==> src/rtl/boot_cfg_pkg.sv <==
package boot_cfg_pkg;

   typedef enum logic [1:0] {
      LD_IDLE,
      LD_FETCH,
      LD_END
   } ld_state_e;

   typedef enum logic [1:0] {
      PH_COUNT,
      PH_ADDR,
      PH_DHI,
      PH_DLO
   } ld_phase_e;

   localparam int unsigned MODE_CODE_PLAIN  = 0;
   localparam int unsigned MODE_CODE_EEPROM = 1;

endpackage

==> src/rtl/boot_strap_latch.sv <==
module boot_strap_latch #(
   parameter int MODE_W = 3
) (
   input  logic              clk,
   input  logic              rst_n,
   input  logic [MODE_W-1:0] mode_pin,
   output logic              capture,
   output logic              taken,
   output logic              eeprom_en,
   output logic              mode_err
);
   import boot_cfg_pkg::*;

   localparam logic [MODE_W-1:0] CODE_PLAIN  = MODE_W'(MODE_CODE_PLAIN);
   localparam logic [MODE_W-1:0] CODE_EEPROM = MODE_W'(MODE_CODE_EEPROM);

   assign capture = !taken;

   always_ff @(posedge clk or negedge rst_n) begin
      if (!rst_n) begin
         taken     <= 1'b0;
         eeprom_en <= 1'b0;
         mode_err  <= 1'b0;
      end else if (!taken) begin
         taken     <= 1'b1;
         eeprom_en <= (mode_pin == CODE_EEPROM);
         mode_err  <= (mode_pin != CODE_PLAIN) && (mode_pin != CODE_EEPROM);
      end
   end

endmodule

==> src/rtl/boot_eeprom_loader.sv <==
module boot_eeprom_loader #(
   parameter int WORD_W = 16,
   parameter int EE_AW  = 16,
   parameter int AW     = 16,
   parameter int DATA_W = 32
) (
   input  logic              clk,
   input  logic              rst_n,
   input  logic              start,
   input  logic              eeprom_en,
   output logic              req_valid,
   output logic [EE_AW-1:0]  req_addr,
   input  logic              rsp_valid,
   input  logic [WORD_W-1:0] rsp_data,
   input  logic              rsp_err,
   output logic              ld_we,
   output logic [AW-1:0]     ld_addr,
   output logic [DATA_W-1:0] ld_wdata,
   output logic              load_err,
   output logic              finished
);
   import boot_cfg_pkg::*;

   ld_state_e         state_q;
   ld_phase_e         phase_q;
   logic [EE_AW-1:0]  ptr_q;
   logic [WORD_W-1:0] remain_q;
   logic [AW-1:0]     tgt_q;
   logic [WORD_W-1:0] hi_q;
   logic              take;

   assign req_valid = (state_q == LD_FETCH);
   assign req_addr  = ptr_q;
   assign finished  = (state_q == LD_END);
   assign take      = req_valid && rsp_valid;

   assign ld_we    = take && !rsp_err && (phase_q == PH_DLO);
   assign ld_addr  = tgt_q;
   assign ld_wdata = {hi_q, rsp_data};

   always_ff @(posedge clk or negedge rst_n) begin
      if (!rst_n) begin
         state_q  <= LD_IDLE;
         phase_q  <= PH_COUNT;
         ptr_q    <= '0;
         remain_q <= '0;
         tgt_q    <= '0;
         hi_q     <= '0;
         load_err <= 1'b0;
      end else begin
         case (state_q)
            LD_IDLE: begin
               if (start) state_q <= eeprom_en ? LD_FETCH : LD_END;
            end
            LD_FETCH: begin
               if (take) begin
                  if (rsp_err) begin
                     load_err <= 1'b1;
                     state_q  <= LD_END;
                  end else begin
                     ptr_q <= ptr_q + 1'b1;
                     case (phase_q)
                        PH_COUNT: begin
                           remain_q <= rsp_data;
                           if (rsp_data == '0) state_q <= LD_END;
                           else                phase_q <= PH_ADDR;
                        end
                        PH_ADDR: begin
                           tgt_q   <= rsp_data[AW-1:0];
                           phase_q <= PH_DHI;
                        end
                        PH_DHI: begin
                           hi_q    <= rsp_data;
                           phase_q <= PH_DLO;
                        end
                        default: begin
                           remain_q <= remain_q - 1'b1;
                           phase_q  <= PH_ADDR;
                           if (remain_q == WORD_W'(1)) state_q <= LD_END;
                        end
                     endcase
                  end
               end
            end
            default: state_q <= LD_END;
         endcase
      end
   end

endmodule

==> src/rtl/boot_cfg_regs.sv <==
module boot_cfg_regs #(
   parameter int          NREG         = 8,
   parameter int          DATA_W       = 32,
   parameter int          AW           = 16,
   parameter logic [31:0] DEF_BASE     = 32'hC0F6_0000,
   parameter logic [15:0] CTL_ADDR     = 16'h0080,
   parameter logic [15:0] LUP_ADDR     = 16'h0081,
   parameter logic [15:0] LDN_ADDR     = 16'h0082,
   parameter bit          LOADER_FIRST = 1'b0
) (
   input  logic              clk,
   input  logic              rst_n,
   input  logic              capture,
   input  logic              halt_pin,
   input  logic              cclk_up_pin,
   input  logic              cclk_dn_pin,
   input  logic              sw_we,
   input  logic [AW-1:0]     sw_addr,
   input  logic [DATA_W-1:0] sw_wdata,
   input  logic              ld_we,
   input  logic [AW-1:0]     ld_addr,
   input  logic [DATA_W-1:0] ld_wdata,
   input  logic              mode_err,
   input  logic              load_err,
   input  logic [AW-1:0]     rd_addr,
   output logic [DATA_W-1:0] rd_data,
   output logic              halt_q
);
   localparam int            IDX_W  = $clog2(NREG);
   localparam logic [AW-1:0] NREG_A = AW'(NREG);
   localparam logic [AW-1:0] CTL_A  = AW'(CTL_ADDR);
   localparam logic [AW-1:0] LUP_A  = AW'(LUP_ADDR);
   localparam logic [AW-1:0] LDN_A  = AW'(LDN_ADDR);

   logic [DATA_W-1:0] cfg_q [NREG];
   logic              sclk_up_q;
   logic              sclk_dn_q;

   for (genvar i = 0; i < NREG; i++) begin : g_cfg
      localparam logic [DATA_W-1:0] RST_VAL = DATA_W'(DEF_BASE + 32'(i));
      logic sw_hit;
      logic ld_hit;
      assign sw_hit = sw_we && (sw_addr == AW'(i));
      assign ld_hit = ld_we && (ld_addr == AW'(i));
      if (LOADER_FIRST) begin : g_ld_first
         always_ff @(posedge clk or negedge rst_n) begin
            if (!rst_n)      cfg_q[i] <= RST_VAL;
            else if (ld_hit) cfg_q[i] <= ld_wdata;
            else if (sw_hit) cfg_q[i] <= sw_wdata;
         end
      end else begin : g_sw_first
         always_ff @(posedge clk or negedge rst_n) begin
            if (!rst_n)      cfg_q[i] <= RST_VAL;
            else if (sw_hit) cfg_q[i] <= sw_wdata;
            else if (ld_hit) cfg_q[i] <= ld_wdata;
         end
      end
   end

   always_ff @(posedge clk or negedge rst_n) begin
      if (!rst_n) begin
         halt_q    <= 1'b0;
         sclk_up_q <= 1'b0;
         sclk_dn_q <= 1'b0;
      end else if (capture) begin
         halt_q    <= halt_pin;
         sclk_up_q <= cclk_up_pin;
         sclk_dn_q <= cclk_dn_pin;
      end else if (sw_we) begin
         if (sw_addr == CTL_A) halt_q    <= halt_q & sw_wdata[0];
         if (sw_addr == LUP_A) sclk_up_q <= sw_wdata[0];
         if (sw_addr == LDN_A) sclk_dn_q <= sw_wdata[0];
      end
   end

   always_comb begin
      rd_data = '0;
      if (rd_addr < NREG_A)      rd_data = cfg_q[rd_addr[IDX_W-1:0]];
      else if (rd_addr == CTL_A) rd_data = {{(DATA_W-3){1'b0}}, load_err, mode_err, halt_q};
      else if (rd_addr == LUP_A) rd_data = {{(DATA_W-1){1'b0}}, sclk_up_q};
      else if (rd_addr == LDN_A) rd_data = {{(DATA_W-1){1'b0}}, sclk_dn_q};
   end

endmodule

==> src/rtl/boot_cfg_seq.sv <==
module boot_cfg_seq #(
   parameter int          NREG         = 8,
   parameter int          DATA_W       = 32,
   parameter int          WORD_W       = 16,
   parameter int          AW           = 16,
   parameter int          EE_AW        = 16,
   parameter int          MODE_W       = 3,
   parameter logic [31:0] DEF_BASE     = 32'hC0F6_0000,
   parameter logic [15:0] CTL_ADDR     = 16'h0080,
   parameter logic [15:0] LUP_ADDR     = 16'h0081,
   parameter logic [15:0] LDN_ADDR     = 16'h0082,
   parameter bit          LOADER_FIRST = 1'b0
) (
   input  logic              clk,
   input  logic              rst_n,
   input  logic [MODE_W-1:0] mode_strap,
   input  logic              halt_strap,
   input  logic              cclk_up_strap,
   input  logic              cclk_dn_strap,
   output logic              req_valid,
   output logic [EE_AW-1:0]  req_addr,
   input  logic              rsp_valid,
   input  logic [WORD_W-1:0] rsp_data,
   input  logic              rsp_err,
   input  logic              sw_we,
   input  logic [AW-1:0]     sw_addr,
   input  logic [DATA_W-1:0] sw_wdata,
   input  logic [AW-1:0]     sw_rd_addr,
   output logic [DATA_W-1:0] sw_rdata,
   output logic              core_rst_n,
   output logic              cfg_done,
   output logic              mode_err,
   output logic              load_err
);

   if (DATA_W != 2 * WORD_W) begin : g_bad_data_w
      $error("DATA_W must be twice WORD_W");
   end
   if (AW > WORD_W) begin : g_bad_aw
      $error("AW must not exceed WORD_W");
   end
   if (NREG < 2 || NREG > 128) begin : g_bad_nreg
      $error("NREG must lie in 2..128");
   end
   if (MODE_W < 2) begin : g_bad_mode_w
      $error("MODE_W must be at least 2");
   end

   logic              capture;
   logic              taken;
   logic              eeprom_en;
   logic              halt_q;
   logic              ld_finished;
   logic              ld_we;
   logic [AW-1:0]     ld_addr;
   logic [DATA_W-1:0] ld_wdata;
   logic              run_q;
   logic              done_q;

   boot_strap_latch #(.MODE_W(MODE_W)) u_straps (
      .clk       (clk),
      .rst_n     (rst_n),
      .mode_pin  (mode_strap),
      .capture   (capture),
      .taken     (taken),
      .eeprom_en (eeprom_en),
      .mode_err  (mode_err)
   );

   boot_eeprom_loader #(
      .WORD_W (WORD_W),
      .EE_AW  (EE_AW),
      .AW     (AW),
      .DATA_W (DATA_W)
   ) u_loader (
      .clk       (clk),
      .rst_n     (rst_n),
      .start     (taken),
      .eeprom_en (eeprom_en),
      .req_valid (req_valid),
      .req_addr  (req_addr),
      .rsp_valid (rsp_valid),
      .rsp_data  (rsp_data),
      .rsp_err   (rsp_err),
      .ld_we     (ld_we),
      .ld_addr   (ld_addr),
      .ld_wdata  (ld_wdata),
      .load_err  (load_err),
      .finished  (ld_finished)
   );

   boot_cfg_regs #(
      .NREG         (NREG),
      .DATA_W       (DATA_W),
      .AW           (AW),
      .DEF_BASE     (DEF_BASE),
      .CTL_ADDR     (CTL_ADDR),
      .LUP_ADDR     (LUP_ADDR),
      .LDN_ADDR     (LDN_ADDR),
      .LOADER_FIRST (LOADER_FIRST)
   ) u_regs (
      .clk         (clk),
      .rst_n       (rst_n),
      .capture     (capture),
      .halt_pin    (halt_strap),
      .cclk_up_pin (cclk_up_strap),
      .cclk_dn_pin (cclk_dn_strap),
      .sw_we       (sw_we),
      .sw_addr     (sw_addr),
      .sw_wdata    (sw_wdata),
      .ld_we       (ld_we),
      .ld_addr     (ld_addr),
      .ld_wdata    (ld_wdata),
      .mode_err    (mode_err),
      .load_err    (load_err),
      .rd_addr     (sw_rd_addr),
      .rd_data     (sw_rdata),
      .halt_q      (halt_q)
   );

   always_ff @(posedge clk or negedge rst_n) begin
      if (!rst_n) begin
         run_q  <= 1'b0;
         done_q <= 1'b0;
      end else begin
         done_q <= 1'b0;
         if (!run_q && ld_finished && !halt_q) begin
            run_q  <= 1'b1;
            done_q <= 1'b1;
         end
      end
   end

   assign core_rst_n = run_q;
   assign cfg_done   = done_q;

endmodule

==> config.mk <==
export PLATFORM = sky130hd
export DESIGN_NAME = boot_cfg_seq
export DESIGN_NICKNAME = d
export VERILOG_FILES = /design/src/rtl/boot_cfg_pkg.sv /design/src/rtl/boot_strap_latch.sv /design/src/rtl/boot_eeprom_loader.sv /design/src/rtl/boot_cfg_regs.sv /design/src/rtl/boot_cfg_seq.sv
export SDC_FILE = /design/constraint.sdc
export NUM_CORES = 1
export LEC_CHECK = 0
export BUFFER_PORTS_ARGS = -buffer_cell sky130_fd_sc_hd__buf_2
export CORE_ASPECT_RATIO = 1.4
export CORE_MARGIN = 2
export CORE_UTILIZATION = 45
export DETAILED_ROUTE_END_ITERATION = 8
export PLACE_DENSITY = 0.7
export SLEW_MARGIN = 15
export SYNTH_ARGS = -nofsm -noshare
export SYNTH_HDL_FRONTEND = slang
export SYNTH_SLANG_ARGS = --single-unit
==> constraint.sdc <==
create_clock -name clk -period 2.2 [get_ports clk]
set_input_delay 0.33 -clock clk [delete_from_list [all_inputs] [get_ports clk]]
set_output_delay 0.33 -clock clk [all_outputs]
set_load 0.02 [all_outputs]
# Word level (Yosys, flattened, before mapping)
# Cells that the tools add are included.
[classes]
addsub = 2
magnitude_cmp = 2
n_eq_ne = 38
mux = 44
n_bitwise = 4
reduce_logical = 50
[op_table]
columns = ["cell", "count"]
rows = [
  ["$mux W32", 21],
  ["$eq A16 B3 Y1 const B", 8],
  ["$bmux W32 S3", 1],
  ["$eq A16 B8 Y1 const B", 6],
  ["$eq A16 B2 Y1 const B", 4],
  ["$eq A16 B1 Y1 const B", 3],
  ["$logic_not A16 Y1", 3],
  ["$pmux W16 S2", 1],
  ["$logic_and A1 B1 Y1", 22],
  ["$add A16 B1 Y16 const B", 1],
  ["$lt A16 B4 Y1 const B", 1],
  ["$reduce_and A4 Y1", 4],
  ["$reduce_bool A2 Y1", 8],
  ["$sub A16 B1 Y16 const B", 1],
  ["$mux W2", 7],
  ["$mux W1", 11],
  ["$ne A2 B2 Y1 const B", 4],
  ["$ne A4 B4 Y1 const B", 2],
  ["$pmux W2 S2", 2],
  ["$eq A2 B2 Y1 const B", 3],
  ["$ne A2 B1 Y1 const B", 3],
  ["$pmux W2 S3", 1],
  ["$reduce_and A2 Y1", 3],
  ["$reduce_and A3 Y1", 2],
  ["13 further kinds", 18],
]
[word_totals]
reg_bits = 333
in_bits = 91

# Logic depth before layout (Yosys ltp)
[logic_depth]
ltp_word = 7
depth_mapped = 8
ltp_nobuf = 6

# By module
# From an unflattened synthesis, not the netlist that was laid out.
[hier_totals]
hier_cells = 1971
hier_area_um2 = 19900.3
[by_module_without_submodules]
columns = ["module", "n_inst", "cells_each", "area_per_inst_um2", "seq_area_each_um2"]
rows = [
  ["boot_cfg_regs", 1, 1640, 16213.0, 6576.3],
  ["boot_eeprom_loader", 1, 315, 3490.8, 1726.7],
  ["boot_strap_latch", 1, 11, 120.1, 75.1],
  ["boot_cfg_seq", 1, 5, 76.3, 50.0],
]

# Worst setup path before layout
# OpenSTA, ideal clock, no wires.
[synth_path]
kind = "input port to output port"
startpoint = "input sw_rd_addr[0]"
endpoint = "output sw_rdata[0]"
arrival_time_ps = 1732
t_required_ps = 1870
path_slack_ps = 138
stages = 7
n_path_buf = 3
cell_sequence = "buf_2 buf_4 buf_2 nand3b_1 o21ai_0 a211oi_1 a211oi_1"
[synth_via]
elab_chain_cells = 5
word_cells_on_any_way = 12
cone_classes = "order compare (1); eq/ne (3); mux (7); bitwise (1)"
[synth_lines]
columns = ["item", "line", "text"]
rows = [
  ["start, declared", "boot_cfg_seq.sv:28", "input logic [AW-1:0] sw_rd_addr,"],
  ["parallel branches: the longest is 4 deep, another holds $lt A16 B4 Y1", "n/a", ""],
  ["$mux W32 (*)", "boot_cfg_regs.sv:78", "if (rd_addr < NREG_A) rd_data = cfg_q[rd_addr[IDX_W-1:0]];"],
  ["end, declared", "boot_cfg_seq.sv:29", "output logic [DATA_W-1:0] sw_rdata,"],
]
# Every way passes the cells marked *. The select of a mux whose other input is x is not followed.

# Worst setup path in the final report
[layout_path]
startpoint = "register u_regs.cfg_q[65] (netlist bit)"
endpoint = "output sw_rdata[1]"
[layout_via]
elab_chain_cells = 4
[layout_lines]
columns = ["item", "line", "text"]
rows = [
  ["start, declared", "boot_cfg_regs.sv:35", "logic [DATA_W-1:0] cfg_q [NREG];"],
  ["start signal, assigned by index", "boot_cfg_regs.sv:54", "else if (sw_hit) cfg_q[i] <= sw_wdata;"],
  ["start signal, assigned by index", "boot_cfg_regs.sv:55", "else if (ld_hit) cfg_q[i] <= ld_wdata;"],
  ["$bmux W32 S3", "boot_cfg_regs.sv:78", ""],
  ["$mux W32 (not written as such) (2 in a row)", "boot_cfg_regs.sv:78", ""],
  ["$mux W32", "boot_cfg_regs.sv:78", ""],
]
# No other way between the ends. The select of a mux whose other input is x is not followed.

==> reports/summary.txt <==
Pins Over Slew Limit: 0
Vias per cell: 7.094
Setup_tns: -0.2463 ns
Tmin final: 2.279 ns
Share of layout cells above drive strength 1: 24.94%
DRT antenna net count: 0
Die Ht: 258.1 µm
Die area: 47,860 µm²
Critical-path maximum fanout: 2
CP Launch Type: flop
Total Power: 13.21 mW
Max Clk Rate: 438.8 MHz
Setup slack at placement: -0.5338 ns
Nets: 2,271
Final period util: 103.6%
Post-DP HPWL: 47,570 µm
Mapped cell area: 20,750 µm²
Vias in the first global route: 19,912
Crit path kind: reg2out
Total of fill cells in the finished design: 4,077
Initial Util: 45.37%
Final hold vios: 0
Core area: 45,730 µm²
# clock sinks: 333
Post-route non-filler standard cell count: 2,823
Total CTS buffers: 36
Final setup violation count: 5
Register area share after synthesis: 40.62%
GR Util All Layers: 32.33%
Number of distinct library cells after synthesis: 65
Peak VDD IR: 442.8 µV
Area fraction in compound gates after synthesis: 29.94%
Warnings, synthesis: 0
Synthesis-to-finish area growth: 15.80%
H-tree Lvls: 2
GP Congestion: 0.8916
Adder-Cell Fraction of Synth Area: 0.4222%
Min-delay worst type: in2reg
Insertion delay to the later sink of the worst-skew pair: 0.55 ns
Buffers added on ports: 143
Cell Rows: 93
Worst Clk Skew: 0.02551 ns
Largest stage delay, worst path: 0.45 ns
Synth Net Count: 2,236
Post-Synth Simple-Gate Area: 11.20%
Design Area, Final: 24,020 µm²
Actual slew at the worst max-slew pin: 1.118 ns
Xor/xnor share of the synthesized area: 0.6333%
Initial DRC Count: 2,632
Largest net degree at the start of global routing: 81
CP Cell Sequence: mux4_2, mux2i_1, buf_4, o22ai_2, buf_6
Dpl cell area: 22,660 µm²
Gr ovfl total: 0
Setup crit end kind: output pin
First-pass GRT wire length: 118,700 µm
Post-synth EDFFs: 0
WP data required: 1.87 ns
Cells after Synth: 2,138
Die Width: 185.5 µm
Root buf cell: clkbuf_16
Initial antenna violation count: 6
#FFs+latches synth: 333
RSZ-0062 raised after global routing: yes
Leak: 9.629 nW
Mapped Avg Cell Area: 9.704 µm²
Worst-path cell with the longest stage delay: mux4_2
DRC viols: 0
Largest family of logic cells by synthesized area: compound AO/OA/AOI/OAI gates
Placed Cells: 2,747
Flop2flop setup slack: 0.12 ns
CTS tree: done
Async set-reset flop share out of synthesis: 100.0%
Critical Path AT: 1.95 ns
Detailed Routing Iterations Pass 1: 6
# IOs: 144
Failing checks: setup timing
Post-synthesis mux area share: 10.48%
Clock transition at the registers of the reported paths: 0.06 ns
Average routed wire per standard cell: 27.95 µm
Clk buf depth: 3
Top_reg_cell synth: dfrtp_1
Worst Slack Setup Final: -0.07908 ns
Outcome: finished, violations left
Max-cap viol count: 0
Max-slew headroom: 24.75%
DR vias: 20,027
Final wirelength: 78,890 µm
Pwr dens: 550.1 nW/µm²
sequential cells by signal (all words and copies together), names as in the netlist, 2 cells and up:
name / flops
u_loader.phase_q: 2
u_loader.ld_addr: 16
u_loader.req_addr: 16
u_regs.cfg_q: 256
u_loader.remain_q: 16
u_loader.hi_q: 16
u_loader.state_q: 2
cells in the mapped netlist (4+ instances only):
| cell | instances | area share (%) |
|---|---|---|
| a21oi_1 | 5 | 0.12 |
| a2bb2oi_1 | 256 | 11 |
| a31oi_1 | 6 | 0.18 |
| a32oi_1 | 257 | 11 |
| and4_1 | 7 | 0.30 |
| buf_1 | 49 | 0.89 |
| buf_2 | 90 | 2.2 |
| buf_4 | 17 | 0.62 |
| buf_6 | 4 | 0.22 |
| clkbuf_1 | 143 | 2.6 |
| dfrtp_1 | 257 | 31 |
| dfstp_2 | 76 | 9.6 |
| ha_1 | 7 | 0.42 |
| inv_1 | 10 | 0.18 |
| mux2_1 | 20 | 1.1 |
| mux2_2 | 14 | 0.76 |
| mux2i_1 | 35 | 1.7 |
| mux4_2 | 64 | 6.9 |
| nand2_1 | 63 | 1.1 |
| nand2b_1 | 38 | 1.1 |
| nand3_1 | 8 | 0.19 |
| nand4_1 | 7 | 0.21 |
| nor2_1 | 304 | 5.5 |
| nor2b_1 | 6 | 0.18 |
| nor3_1 | 14 | 0.34 |
| nor4_1 | 13 | 0.39 |
| nor4b_1 | 4 | 0.17 |
| o21a_1 | 4 | 0.14 |
| o21ai_0 | 251 | 6.1 |
| o21ai_1 | 21 | 0.51 |
| o22a_1 | 4 | 0.17 |
| o22ai_1 | 4 | 0.12 |
| or3_1 | 7 | 0.21 |
| or4_1 | 4 | 0.14 |
| xnor2_1 | 8 | 0.34 |
| xor2_1 | 7 | 0.30 |
metal layers:
| layer | share of wire (%) | up-vias | wire (µm) | GRT usage, % |
|---|---|---|---|---|
| met2 | 46 | 1419 | 36360 | 50.81 |
| met5 | 0.029 | - | 23 | 0 |
| met3 | 11 | 370 | 8460 | 6.501 |
| met4 | 7.3 | 4 | 5782 | 21.80 |
| met1 | 36 | 9933 | 28260 | 40.09 |
| li1 | - | 8301 | - | - |
cells in the final DEF, fill, tap and decap left out, types with 4 or more instances in the layout:
cell,instances
a21oi_1,5
a2bb2oi_1,256
a31oi_1,6
a32oi_1,257
and4_1,5
buf_12,46
buf_2,134
buf_4,108
buf_6,6
clkbuf_1,12
clkbuf_16,39
clkbuf_8,5
clkinv_2,7
dfrtp_1,256
dfstp_2,76
diode_2,5
ha_1,7
inv_1,10
mux2_1,20
mux2_2,14
mux2i_1,30
mux4_2,64
nand2_1,62
nand2b_1,36
nand3_1,8
nand4_1,7
nor2_1,300
nor2b_1,4
nor3_1,14
nor4_1,12
nor4b_1,4
o21a_1,4
o21ai_0,249
o21ai_1,23
o22a_1,4
or3_1,7
or4_1,4
xnor2_1,8
xor2_1,7
cells by family (layout without fill, tap and decap cells):
kind of cell	count (synthesis)	count (layout)
flip-flops	333	333
XOR/XNOR	15	15
adder cells (fa/ha/maj)	7	7
other	1	6
multiplexers	133	133
AND/OR/NAND/NOR	504	504
AO/OA/AOI/OAI	831	831
buffers and inverters	314	377
power breakdown:
group	switching (mW)	internal, mW	total (mW)
registers	0.0115	6.15	6.16
clock network	2.66	3.41	6.07
logic	0.603	0.380	0.983
total	3.28	9.94	13.2
stage by stage:
stage	utilization [%]	hold WS, ns
floorplan	-	0.03441
global placement	49.56	0.3029
detailed placement	49.56	0.3036
CTS	52.19	0.03557
global route	52.51	0.05743
finish	52.54	0.03501
worst max-delay path: cells and delay by family (launching register included):
kind	cells	cell delay, ns
flops	1	0.40
compound gates	1	0.07
mux	2	0.65
buf+inv	2	0.28
cell type report:
| cell class | instances | area [µm²] | share of cell area [%] |
|---|---|---|---|
| diodes | 5 | 12.51 | 0.05208 |
| clock buffers | 54 | 1040 | 4.328 |
| clock inverters | 12 | 98.84 | 0.4114 |
| inverters | 11 | 41.29 | 0.1719 |
| multi-input cells | 1491 | 11070 | 46.06 |
| flip-flops and latches | 333 | 8429 | 35.09 |
| well taps | 617 | 772.0 | 3.213 |
| repair buffers | 300 | 2565 | 10.68 |
repair_timing:
| item | 4_1_cts | 5_1_grt |
|---|---|---|
| pin swaps | 4 | 2 |
| hold buffers | 3 | 0 |
| gates resized for setup | 10 | 22 |
| setup buffers | 0 | 1 |
| gates cloned | 0 | 2 |
| setup endpoints to repair | 8 | 38 |
| endpoints found under the hold margin | 47 | 0 |
final timing paths:
kind,cells after the start,end,from
max,5,sw_rdata[1],u_regs.cfg_q[65]
min,3,u_regs.halt_q,halt_strap
max reg2reg,6,u_loader.remain_q[6],u_loader.remain_q[0]
min reg2reg,1,u_loader.req_addr[15],u_loader.req_addr[15]
max in group asynchronous,3,u_regs.cfg_q[85],rst_n
min in group asynchronous,2,u_loader.remain_q[8],rst_n
(Power assumes the default switching activity.)
